==> config.mk <==
export PLATFORM = sky130hd
export DESIGN_NAME = sadc_conv_ctrl
export DESIGN_NICKNAME = d
export VERILOG_FILES = /design/src/rtl/sadc_pkg.sv /design/src/rtl/sadc_conv_ctrl.sv
export SDC_FILE = /design/constraint.sdc
export NUM_CORES = 1
export LEC_CHECK = 0
export ABC_AREA = 1
export BUFFER_PORTS_ARGS = -buffer_cell sky130_fd_sc_hd__buf_2
export CORE_UTILIZATION = 45
export DETAILED_ROUTE_END_ITERATION = 7
export PLACE_DENSITY_LB_ADDON = 0.12
export SLEW_MARGIN = 5
export SYNTH_ARGS = -nofsm -noshare
export SYNTH_HDL_FRONTEND = slang
export SYNTH_SLANG_ARGS = --single-unit
==> constraint.sdc <==
create_clock -name clk -period 1.15 [get_ports clk]
set_input_delay 0.23 -clock clk [delete_from_list [all_inputs] [get_ports clk]]
set_output_delay 0.23 -clock clk [all_outputs]
set_load 0.01 [all_outputs]
==> src/rtl/sadc_pkg.sv <==
package sadc_pkg;
    typedef enum logic {
        CV_IDLE,
        CV_BUSY
    } conv_state_t;

    typedef enum logic [1:0] {
        RD_OFF,
        RD_WAIT,
        RD_SHIFT
    } rd_state_t;
endpackage

==> src/rtl/sadc_conv_ctrl.sv <==
module sadc_conv_ctrl
    import sadc_pkg::*;
#(
    parameter int DATA_W      = 12,
    parameter int CONV_CYCLES = 40
) (
    input  logic              clk,
    input  logic              rst_n,
    input  logic              start_fall,
    input  logic [DATA_W-1:0] res_a,
    input  logic [DATA_W-1:0] res_b,
    output logic              busy,
    output logic              done,
    output logic [DATA_W-1:0] word_a,
    output logic [DATA_W-1:0] word_b
);
    localparam int CNT_W = $clog2(CONV_CYCLES + 1);
    localparam logic [CNT_W-1:0] LAST = CNT_W'(CONV_CYCLES - 1);

    conv_state_t       cv_q, cv_d;
    logic [CNT_W-1:0]  cnt_q;
    logic [DATA_W-1:0] word_a_q, word_b_q;
    logic              launch;

    always_comb begin
        cv_d   = cv_q;
        launch = 1'b0;
        unique case (cv_q)
            CV_IDLE: if (start_fall) begin
                launch = 1'b1;
                cv_d   = CV_BUSY;
            end
            CV_BUSY: if (cnt_q == LAST) cv_d = CV_IDLE;
            default: cv_d = CV_IDLE;
        endcase
    end

    always_ff @(posedge clk) begin
        if (!rst_n) begin
            cv_q     <= CV_IDLE;
            cnt_q    <= '0;
            word_a_q <= '0;
            word_b_q <= '0;
        end else begin
            cv_q <= cv_d;
            if (launch) begin
                cnt_q    <= '0;
                word_a_q <= res_a;
                word_b_q <= res_b;
            end else if (cv_q == CV_BUSY) begin
                cnt_q <= cnt_q + 1'b1;
            end
        end
    end

    always_comb begin
        busy   = (cv_q == CV_BUSY);
        done   = (cv_q == CV_BUSY) && (cnt_q == LAST);
        word_a = word_a_q;
        word_b = word_b_q;
    end

    // busy only rises after a detected start fall
    assert_busy_rise_R1: assert property (@(posedge clk) disable iff (!rst_n)
        $rose(busy) |-> $past(start_fall));

    // the words served are the inputs present at the launch
    assert_latch_R1: assert property (@(posedge clk) disable iff (!rst_n)
        $rose(busy) |-> (word_a_q == $past(res_a)) && (word_b_q == $past(res_b)));

    // a start fall during a conversion leaves the words untouched
    assert_retrigger_ignored_R10: assert property (@(posedge clk) disable iff (!rst_n)
        busy && start_fall |=> $stable(word_a_q) && $stable(word_b_q));
endmodule

==> flow_summary.json, run 1 <==
{
  "outcome": "finished with violations",
  "violations": "setup timing",
  "fin_util": 0.671,
  "ant_nets": 0,
  "path_class": "reg -> out",
  "final_nets": 243,
  "regToRegSetupSlack_ns": -0.02,
  "wl_per_cell_um": 10.8,
  "cp.arrival_ns": 1.33,
  "cts_tree": "done",
  "post-synth-top-count-cell": "nor2_1",
  "power_switching_uw": 559,
  "seq_area_um2": 624,
  "syn_inst": 150,
  "grt_max_degree": 27,
  "min_from": "res_a[8]",
  "synth_cell_types": 18,
  "clock-sinks": 31,
  "clk_pin_slew_worst_paths_ns": 0.08,
  "synth-edff-count": 0,
  "r2r-end": "word_a[11]",
  "multi_input_area_um2": 557,
  "end_kind": "output pin",
  "hold_depth": 3,
  "htreeDepth": 2,
  "relSlewSlack": 0.873,
  "pin_count": 53,
  "post-route-period-util": 1.36,
  "cts_buffers": 5,
  "ys.flop_type": "dfxtp_1",
  "ir_drop_mv": 0.857,
  "combinationalPowerShare": 0.178,
  "r2r_start": "busy",
  "finalSetupViolCount": 27,
  "drt-pass1-iter-count": 4,
  "ys_seq_area_frac": 0.523,
  "syn_area_um2": 1190,
  "p_total_mw": 2.09,
  "drive_gt1_frac": 0.421,
  "gp_congestion": 0.747,
  "finalHoldViolCount": 0,
  "viasPerCell": 4.72,
  "finalSetupTns_ns": -0.856,
  "coreArea_um2": 2480,
  "root_buffer": "clkbuf_4",
  "yosys_register_bits": 31,
  "grt_pass1_vias": 912,
  "timing.max_cap.violations": 0,
  "fillerInstances": 231,
  "yosysTopAreaCellShare": 0.523,
  "fmax_mhz": 641,
  "clock_latency_ns": 0.32,
  "grt_pass1_wl_um": 3790,
  "dieArea_um2": 2850,
  "diodes": 0,
  "drt_wl_total_um": 2640,
  "yosysWarnings": 0,
  "max_slew.worst_pin.slew_ns": 0.188,
  "finalMaxSlewViolations": 0,
  "fin_crit_ns": 1.56,
  "avgSynthCellArea_um2": 7.92,
  "fin_skew_ns": 0.00355,
  "grt_util_met2": 0.319,
  "crit_fanout": 2,
  "dr_total_vias": 1151,
  "ys_async_sr_fraction": 0,
  "dr.first_iter.drc_count": 19,
  "track_usage": 0.194,
  "grt_use_met1": 0.207,
  "hp-class": "in -> reg",
  "rows": 18,
  "grt_remaining_overflow": 0,
  "power_leakage_nw": 0.808,
  "reg2regPathDepth": 7,
  "post-place-ws_ns": -0.0491,
  "dp_hpwl_um": 1710,
  "portBuffers": 52,
  "startpoint": "cnt_q[0]",
  "initial_core_util": 0.479,
  "clock_path_buffers": 2,
  "synth_nets": 178,
  "p_per_area_nw_per_um2": 1260,
  "use_met3": 0.0661,
  "fp.dieW_um": 53.4,
  "p_clk_frac": 0.259,
  "area_growth_pct": 40.0,
  "whs_endpoint": "word_a[8]",
  "required_ns": 0.92,
  "top_usage_layer": "met2",
  "critPathLaunchType": "register",
  "drcViolationCount": 0,
  "die_height_um": 53.4,
  "holdWs_ns": 0.140,
  "antenna_found_initial": 0,
  "rsz0062_at_grt": "true",
  "seqPwrFrac": 0.563,
  "ys_top_cells_by_count": "54 x nor2_1, 31 x dfxtp_1, 14 x o21ai_0",
  "synth_top_cells_by_area": "dfxtp_1 52%, nor2_1 17%, o21ai_0 5.9%",
  "switching_share": 0.267,
  "internal-power_mw": 1.54,
  "synth_top_area_cell": "dfxtp_1",
  "worst_slack_ns": -0.409
}
[cells by family (layout without fill, tap and decap cells)]
family,count (synthesis),in the layout,share of synthesized area
simple gates,74,74,0.272
fa+ha+maj,1,1,0.0105
buf+inv,13,77,0.0611
flops,31,31,0.523
compound gates,31,31,0.134
[worst max-delay path by stage]
stage | end | slack, ns | cells after the start
floorplan | done | 0.06 | 5
global placement | done | -0.03 | 6
detailed placement | done | -0.05 | 6
CTS | done | -0.38 | 6
global route | done | -0.46 | 6
finish | done | -0.41 | 6
[state kept, by name, indices dropped and copies added (netlist names)]
signal,flops
busy,1
word_a,12
cnt_q,6
word_b,12
[critical path, stage by stage (launching register included)]
cell     delay (ns)
dfxtp_2        0.36
ha_4           0.14
nand2_4        0.06
nor2_4         0.10
inv_2          0.05
nor2_2         0.14
buf_2          0.15
[what timing repair did]
action,in CTS,in global routing
pin swaps,15,5
hold endpoints to repair,0,0
hold buffers,0,0
gates resized for setup,7,15
setup endpoints to repair,2,32
setup buffers,4,1
[area by class of cell]
cell class	count	area share
Tap cell	30	0.0226
Sequential cell	31	0.375
Inverter	7	0.0158
Clock buffer	6	0.0248
Multi-Input combinational cell	106	0.335
Timing Repair Buffer	64	0.226
[metal layers]
metal  wire length [um]  vias up
met5                  0        -
met4                 51        0
met3                145        5
met2               1350       29
met1               1100      514
li1                   -      603
[per-stage QoR]
stage               cell area (um^2)  cells
global placement                1510    233
CTS                             1600    243
global route                    1660    244
detailed placement              1510    233
floorplan                       1190    150
finish                          1660    244
[cell usage in the layout (no fill, tap or decap), drive strengths merged]
cell type / n
buf: 64
nor2: 57
dfxtp: 31
o21ai: 26
nand2: 15
inv: 7
clkbuf: 6
a21oi: 5
nand3b: 1
nand3: 1
ha: 1
[power by group through the flow]
stage / clock, mW / sequential (mW) / combinational (mW)
after floorplan: 0 / 1.24 / 0.155
after global placement: 0 / 1.20 / 0.334
after detailed placement: 0 / 1.20 / 0.339
after CTS: 0.566 / 1.18 / 0.362
after global routing: 0.614 / 1.19 / 0.417
final: 0.543 / 1.18 / 0.373
(Power assumes the default switching activity.)
==> inputs of run 2 (changes only) <==
--- a/config.mk
+++ b/config.mk
@@ -7,7 +7,7 @@
 export LEC_CHECK = 0
 export ABC_AREA = 1
 export BUFFER_PORTS_ARGS = -buffer_cell sky130_fd_sc_hd__buf_2
-export CORE_UTILIZATION = 45
+export CORE_UTILIZATION = 28
 export DETAILED_ROUTE_END_ITERATION = 7
 export PLACE_DENSITY_LB_ADDON = 0.12
 export SLEW_MARGIN = 5
==> flow_summary.json, run 2 (synthesis gave the netlist of run 1 again) <==
{
  "grt_pass1_wl_um": 4650,
  "dp_hpwl_um": 2000,
  "p_per_area_nw_per_um2": 1450,
  "final_cell_mix": "52 x nor2_1, 52 x buf_2, 28 x dfxtp_1",
  "coreArea_um2": 4030,
  "violations": "setup timing",
  "pin_count": 53,
  "multi_input_area_um2": 544,
  "timing.max_cap.violations": 0,
  "fin_crit_ns": 1.42,
  "rows": 23,
  "dr.first_iter.drc_count": 60,
  "final_nets": 239,
  "fillerInstances": 443,
  "portBuffers": 52,
  "ir_drop_mv": 0.791,
  "fp.dieW_um": 67.1,
  "wl_per_cell_um": 10.8,
  "slowest_stage": "dfxtp_2",
  "ant_nets": 0,
  "worst_slack_ns": -0.269,
  "crit_fanout": 2,
  "reg2regPathDepth": 7,
  "htreeDepth": 2,
  "cts_tree": "done",
  "post-place-ws_ns": -0.0461,
  "track_usage": 0.140,
  "initial_core_util": 0.295,
  "crit_buf_inv": 2,
  "post-route-period-util": 1.23,
  "drt-pass1-iter-count": 4,
  "grt_pass1_vias": 1083,
  "p_total_mw": 2.46,
  "drt_wl_total_um": 2830,
  "path_class": "reg -> out",
  "critPathLaunchType": "register",
  "dp_cells": 253,
  "dieArea_um2": 4510,
  "worstSetupEndpoint": "done",
  "hold_depth": 3,
  "diodes": 0,
  "required_ns": 0.92,
  "antenna_found_initial": 0,
  "clock_path_buffers": 2,
  "fmax_mhz": 705,
  "regToRegSetupSlack_ns": 0.12,
  "fin_skew_ns": 0.00241,
  "dr_total_vias": 1158,
  "r2r-end": "busy",
  "critical_path.max_stage_delay_ns": 0.35,
  "end_kind": "output pin",
  "seq_area_um2": 627,
  "grt_max_degree": 27,
  "worst-path-stages": 6,
  "root_buffer": "clkbuf_8",
  "clock-sinks": 31,
  "cp.arrival_ns": 1.19,
  "holdWs_ns": 0.189,
  "cts_buffers": 5,
  "grt_remaining_overflow": 0,
  "startpoint": "cnt_q[1]",
  "crit_family": "flip-flops",
  "clock_latency_ns": 0.27,
  "drive_gt1_frac": 0.396,
  "viasPerCell": 4.42,
  "rsz0062_at_grt": "true",
  "gp_congestion": 0.729,
  "relSlewSlack": 0.816,
  "max_slew.worst_pin.slew_ns": 0.273,
  "hp-class": "in -> reg",
  "r2r_start": "cnt_q[1]",
  "finalHoldViolCount": 0,
  "path_cells": "ha_4, nand2_4, nor2_4, inv_2, nor2_2, buf_2",
  "area_growth_pct": 43.0,
  "power_leakage_nw": 0.806,
  "die_height_um": 67.1,
  "fin_cells": 262,
  "clk_pin_slew_worst_paths_ns": 0.06,
  "finalSetupViolCount": 1,
  "drcViolationCount": 0,
  "outcome": "finished with violations",
  "finalMaxSlewViolations": 0
}
==> run 2: changes by cell type in the layout (fill, tap and decap cells not counted), sizes merged <==
| cell | before | now |
|---|---|---|
| clkbuf | 6 | 8 |
| buf | 64 | 59 |
| nand2 | 15 | 16 |
==> run 2: metal layers <==
metal	global-route usage	share of wire	up-vias
li1	-	-	596
met1	0.150	0.43	530
met4	0.0479	0.0095	0
met5	0	0	-
met2	0.246	0.50	29
met3	0.0565	0.061	3
==> run 2: worst register-to-register path: stages, from the launching register on <==
cell and delay [ns]:
dfxtp_2 0.35, ha_4 0.14, nand2_4 0.05, nor2_4 0.09
inv_2 0.04, nor2_2 0.10, buf_4 0.11, nor2_2 0.02
==> run 2: worst min-delay path by stage <==
stage	startpoint	to	slack, ns
floorplan	rst_n	cnt_q[4]	0.36
global placement	word_b[0]	word_b[0]	0.46
detailed placement	word_a[10]	word_a[10]	0.47
CTS	res_b[11]	word_b[11]	0.18
global route	res_b[1]	word_b[1]	0.21
finish	res_b[11]	word_b[11]	0.19
==> run 2: where the power goes <==
| group | total (mW) | leakage, nW | switching [mW] | internal (mW) |
|---|---|---|---|---|
| clock | 0.914 | 0.0515 | 0.369 | 0.545 |
| sequential | 1.19 | 0.257 | 0.0386 | 1.15 |
| combinational | 0.357 | 0.497 | 0.198 | 0.159 |
| total | 2.46 | 0.806 | 0.605 | 1.85 |
==> run 2: cell type report <==
class / count / area share
clock buffers: 8 / 0.0590
inverters: 7 / 0.0155
multi-input cells: 107 / 0.321
flip-flops and latches: 31 / 0.369
well taps: 50 / 0.0368
repair buffers: 59 / 0.199
==> run 2: timing repair <==
| item | in CTS | in global routing |
|---|---|---|
| pin swaps | 1 | 5 |
| buffers inserted | 0 | 1 |
| gates cloned | 0 | 1 |
| hold buffers | 0 | 0 |
| endpoints found under the setup margin | 1 | 8 |
| resized for setup | 2 | 10 |
==> run 2: metrics by stage <==
| step | utilization | setup TNS (ns) | cell area [um^2] |
|---|---|---|---|
| floorplan | - | 0 | 1190 |
| global placement | 0.383 | -0.0198 | 1540 |
| detailed placement | 0.383 | -0.0461 | 1540 |
| CTS | 0.409 | -0.342 | 1650 |
| global route | 0.421 | -0.357 | 1700 |
| finish | 0.421 | -0.269 | 1700 |
==> inputs of run 3 (changes only) <==
--- a/config.mk
+++ b/config.mk
@@ -5,7 +5,6 @@
 export SDC_FILE = /design/constraint.sdc
 export NUM_CORES = 1
 export LEC_CHECK = 0
-export ABC_AREA = 1
 export BUFFER_PORTS_ARGS = -buffer_cell sky130_fd_sc_hd__buf_2
 export CORE_UTILIZATION = 28
 export DETAILED_ROUTE_END_ITERATION = 7
==> flow_summary.json, run 3 <==
{
  "synth-edff-count": 0,
  "htreeDepth": 2,
  "drt-pass1-iter-count": 3,
  "dp_hpwl_um": 2020,
  "grt_remaining_overflow": 0,
  "fmax_mhz": 667,
  "yosysTopAreaCellShare": 0.511,
  "r2r_start": "cnt_q[0]",
  "final_cell_mix": "52 x buf_2, 50 x nand2_1, 28 x dfxtp_1",
  "critical_path.max_stage_delay_ns": 0.35,
  "wl_per_cell_um": 11.0,
  "antenna_found_initial": 0,
  "timing.max_cap.violations": 0,
  "clock_path_buffers": 2,
  "clock_latency_ns": 0.28,
  "fin_util": 0.428,
  "cp.arrival_ns": 1.27,
  "dr.first_iter.drc_count": 41,
  "critPathLaunchType": "register",
  "grt_pass1_wl_um": 4360,
  "min_from": "res_b[8]",
  "fp.dieW_um": 67.8,
  "power_leakage_nw": 0.802,
  "grt_util_met2": 0.228,
  "track_usage": 0.132,
  "cts_hold_buf": 0,
  "end_kind": "output pin",
  "post-place-ws_ns": -0.114,
  "worst_slack_ns": -0.348,
  "path_class": "reg -> out",
  "syn_area_um2": 1210,
  "ys_async_sr_fraction": 0,
  "startpoint": "cnt_q[0]",
  "p_per_area_nw_per_um2": 1360,
  "path_cells": "ha_4, nand3_4, nor4b_4, buf_2",
  "outcome": "finished with violations",
  "ant_nets": 0,
  "yosys_register_bits": 31,
  "root_buffer": "clkbuf_8",
  "coreArea_um2": 4090,
  "post-route-period-util": 1.30,
  "final_area_um2": 1750,
  "ys_seq_area_frac": 0.511,
  "ir_drop_mv": 0.726,
  "hp-class": "in -> reg",
  "cts_tree": "done",
  "grt_use_met1": 0.137,
  "pin_count": 53,
  "required_ns": 0.92,
  "crit_family": "flip-flops",
  "finalHoldViolCount": 0,
  "synth_nets": 165,
  "grt_pass1_vias": 1001,
  "crit_buf_inv": 1,
  "yosysWarnings": 0,
  "fin_skew_ns": 0.00425,
  "drt_wl_total_um": 2780,
  "cts_buffers": 5,
  "use_met3": 0.0450,
  "finalMaxSlewViolations": 0,
  "syn_inst": 137,
  "synth_cell_types": 21,
  "violations": "setup timing",
  "synth_top_cells_by_area": "dfxtp_1 51%, nand2_1 16%, a21boi_1 8.7%",
  "post-synth-top-count-cell": "nand2_1",
  "finalSetupViolCount": 3,
  "max_slew.worst_pin.slew_ns": 0.381,
  "viasPerCell": 4.40,
  "crit_fanout": 2,
  "placed_area_um2": 1600,
  "ys.flop_type": "dfxtp_1",
  "layout_commonest_cell": "buf_2",
  "rsz0062_at_grt": "true",
  "rows": 23,
  "dieArea_um2": 4600,
  "dr_total_vias": 1110,
  "top_usage_layer": "met2",
  "portBuffers": 52,
  "relSlewSlack": 0.746,
  "avgSynthCellArea_um2": 8.86,
  "grt_max_degree": 27,
  "area_growth_pct": 44.1,
  "holdWs_ns": 0.184,
  "clk_pin_slew_worst_paths_ns": 0.06,
  "drive_gt1_frac": 0.421,
  "gp_congestion": 0.762,
  "die_height_um": 67.8,
  "drcViolationCount": 0,
  "final_nets": 229,
  "fin_crit_ns": 1.50,
  "clock-sinks": 31,
  "ys_top_cells_by_count": "51 x nand2_1, 31 x dfxtp_1, 14 x a21boi_1",
  "initial_core_util": 0.297,
  "synth_top_area_cell": "dfxtp_1",
  "diodes": 0,
  "slowest_stage": "dfxtp_2"
}
## run 3: changes by cell type after synthesis, moves of 5 or more
cell      previous run  this run
nor2_1              54         6
nand2_1             13        51
a21boi_1             0        14
o21ai_0             14         2
a21boi_0             0        10
inv_1                5         0
o21ai_1             12         0
## run 3: kinds of logic after synthesis
family	count (synthesis)	synth area share
buffers and inverters	9	0.0588
XOR/XNOR	4	0.0289
AND/OR/NAND/NOR	64	0.219
flip-flops	31	0.511
multiplexers	1	0.00825
AO/OA/AOI/OAI	27	0.164
adder cells (fa/ha/maj)	1	0.0103
## run 3: worst min-delay path, delay by kind of cell
| kind | cells | cell delay (ns) |
|---|---|---|
| compound gates | 1 | 0.05 |
| simple gates | 1 | 0.04 |
| buf+inv | 1 | 0.09 |
## run 3: what timing repair did
item / in CTS / in global routing
endpoints found under the setup margin: 1 / 17
resized for setup: 1 / 6
pin swaps: 3 / 3
cloned: 0 / 0
buffers inserted: 2 / 1
## run 3: stage by stage
step | setup TNS, ns | total power [mW] | instances
floorplan | 0 | 1.34 | 137
global placement | -0.0724 | 1.47 | 241
detailed placement | -0.114 | 1.47 | 241
CTS | -0.366 | 2.40 | 251
global route | -0.739 | 2.50 | 252
finish | -0.553 | 2.37 | 252
## run 3: final cells by class
class | count | area, um^2
tap | 50 | 62.6
multi-input combinational | 97 | 574
sequential | 31 | 627
clock buffer | 8 | 100
fill | 429 | 2340
timing repair buffer | 66 | 385
## run 3: final timing paths
kind | to | slack (ns) | depth (start not counted)
worst min-delay path | word_b[8] | 0.18 | 3
worst min register to register | word_b[4] | 0.45 | 2
worst max register to register | cnt_q[4] | -0.13 | 7
worst max-delay path | done | -0.35 | 4
## run 3: per-layer routing
layer / wire length, um / up-vias
li1: - / 568
met1: 1200 / 505
met2: 1340 / 30
met3: 183 / 7
met4: 63 / 0
met5: 0 / -
## run 3: power by group
part	total [mW]	leakage [nW]	internal [mW]	switching, mW
sequential	1.16	0.255	1.13	0.0299
combinational	0.291	0.495	0.144	0.147
clock	0.923	0.0515	0.545	0.377
total	2.37	0.802	1.82	0.554
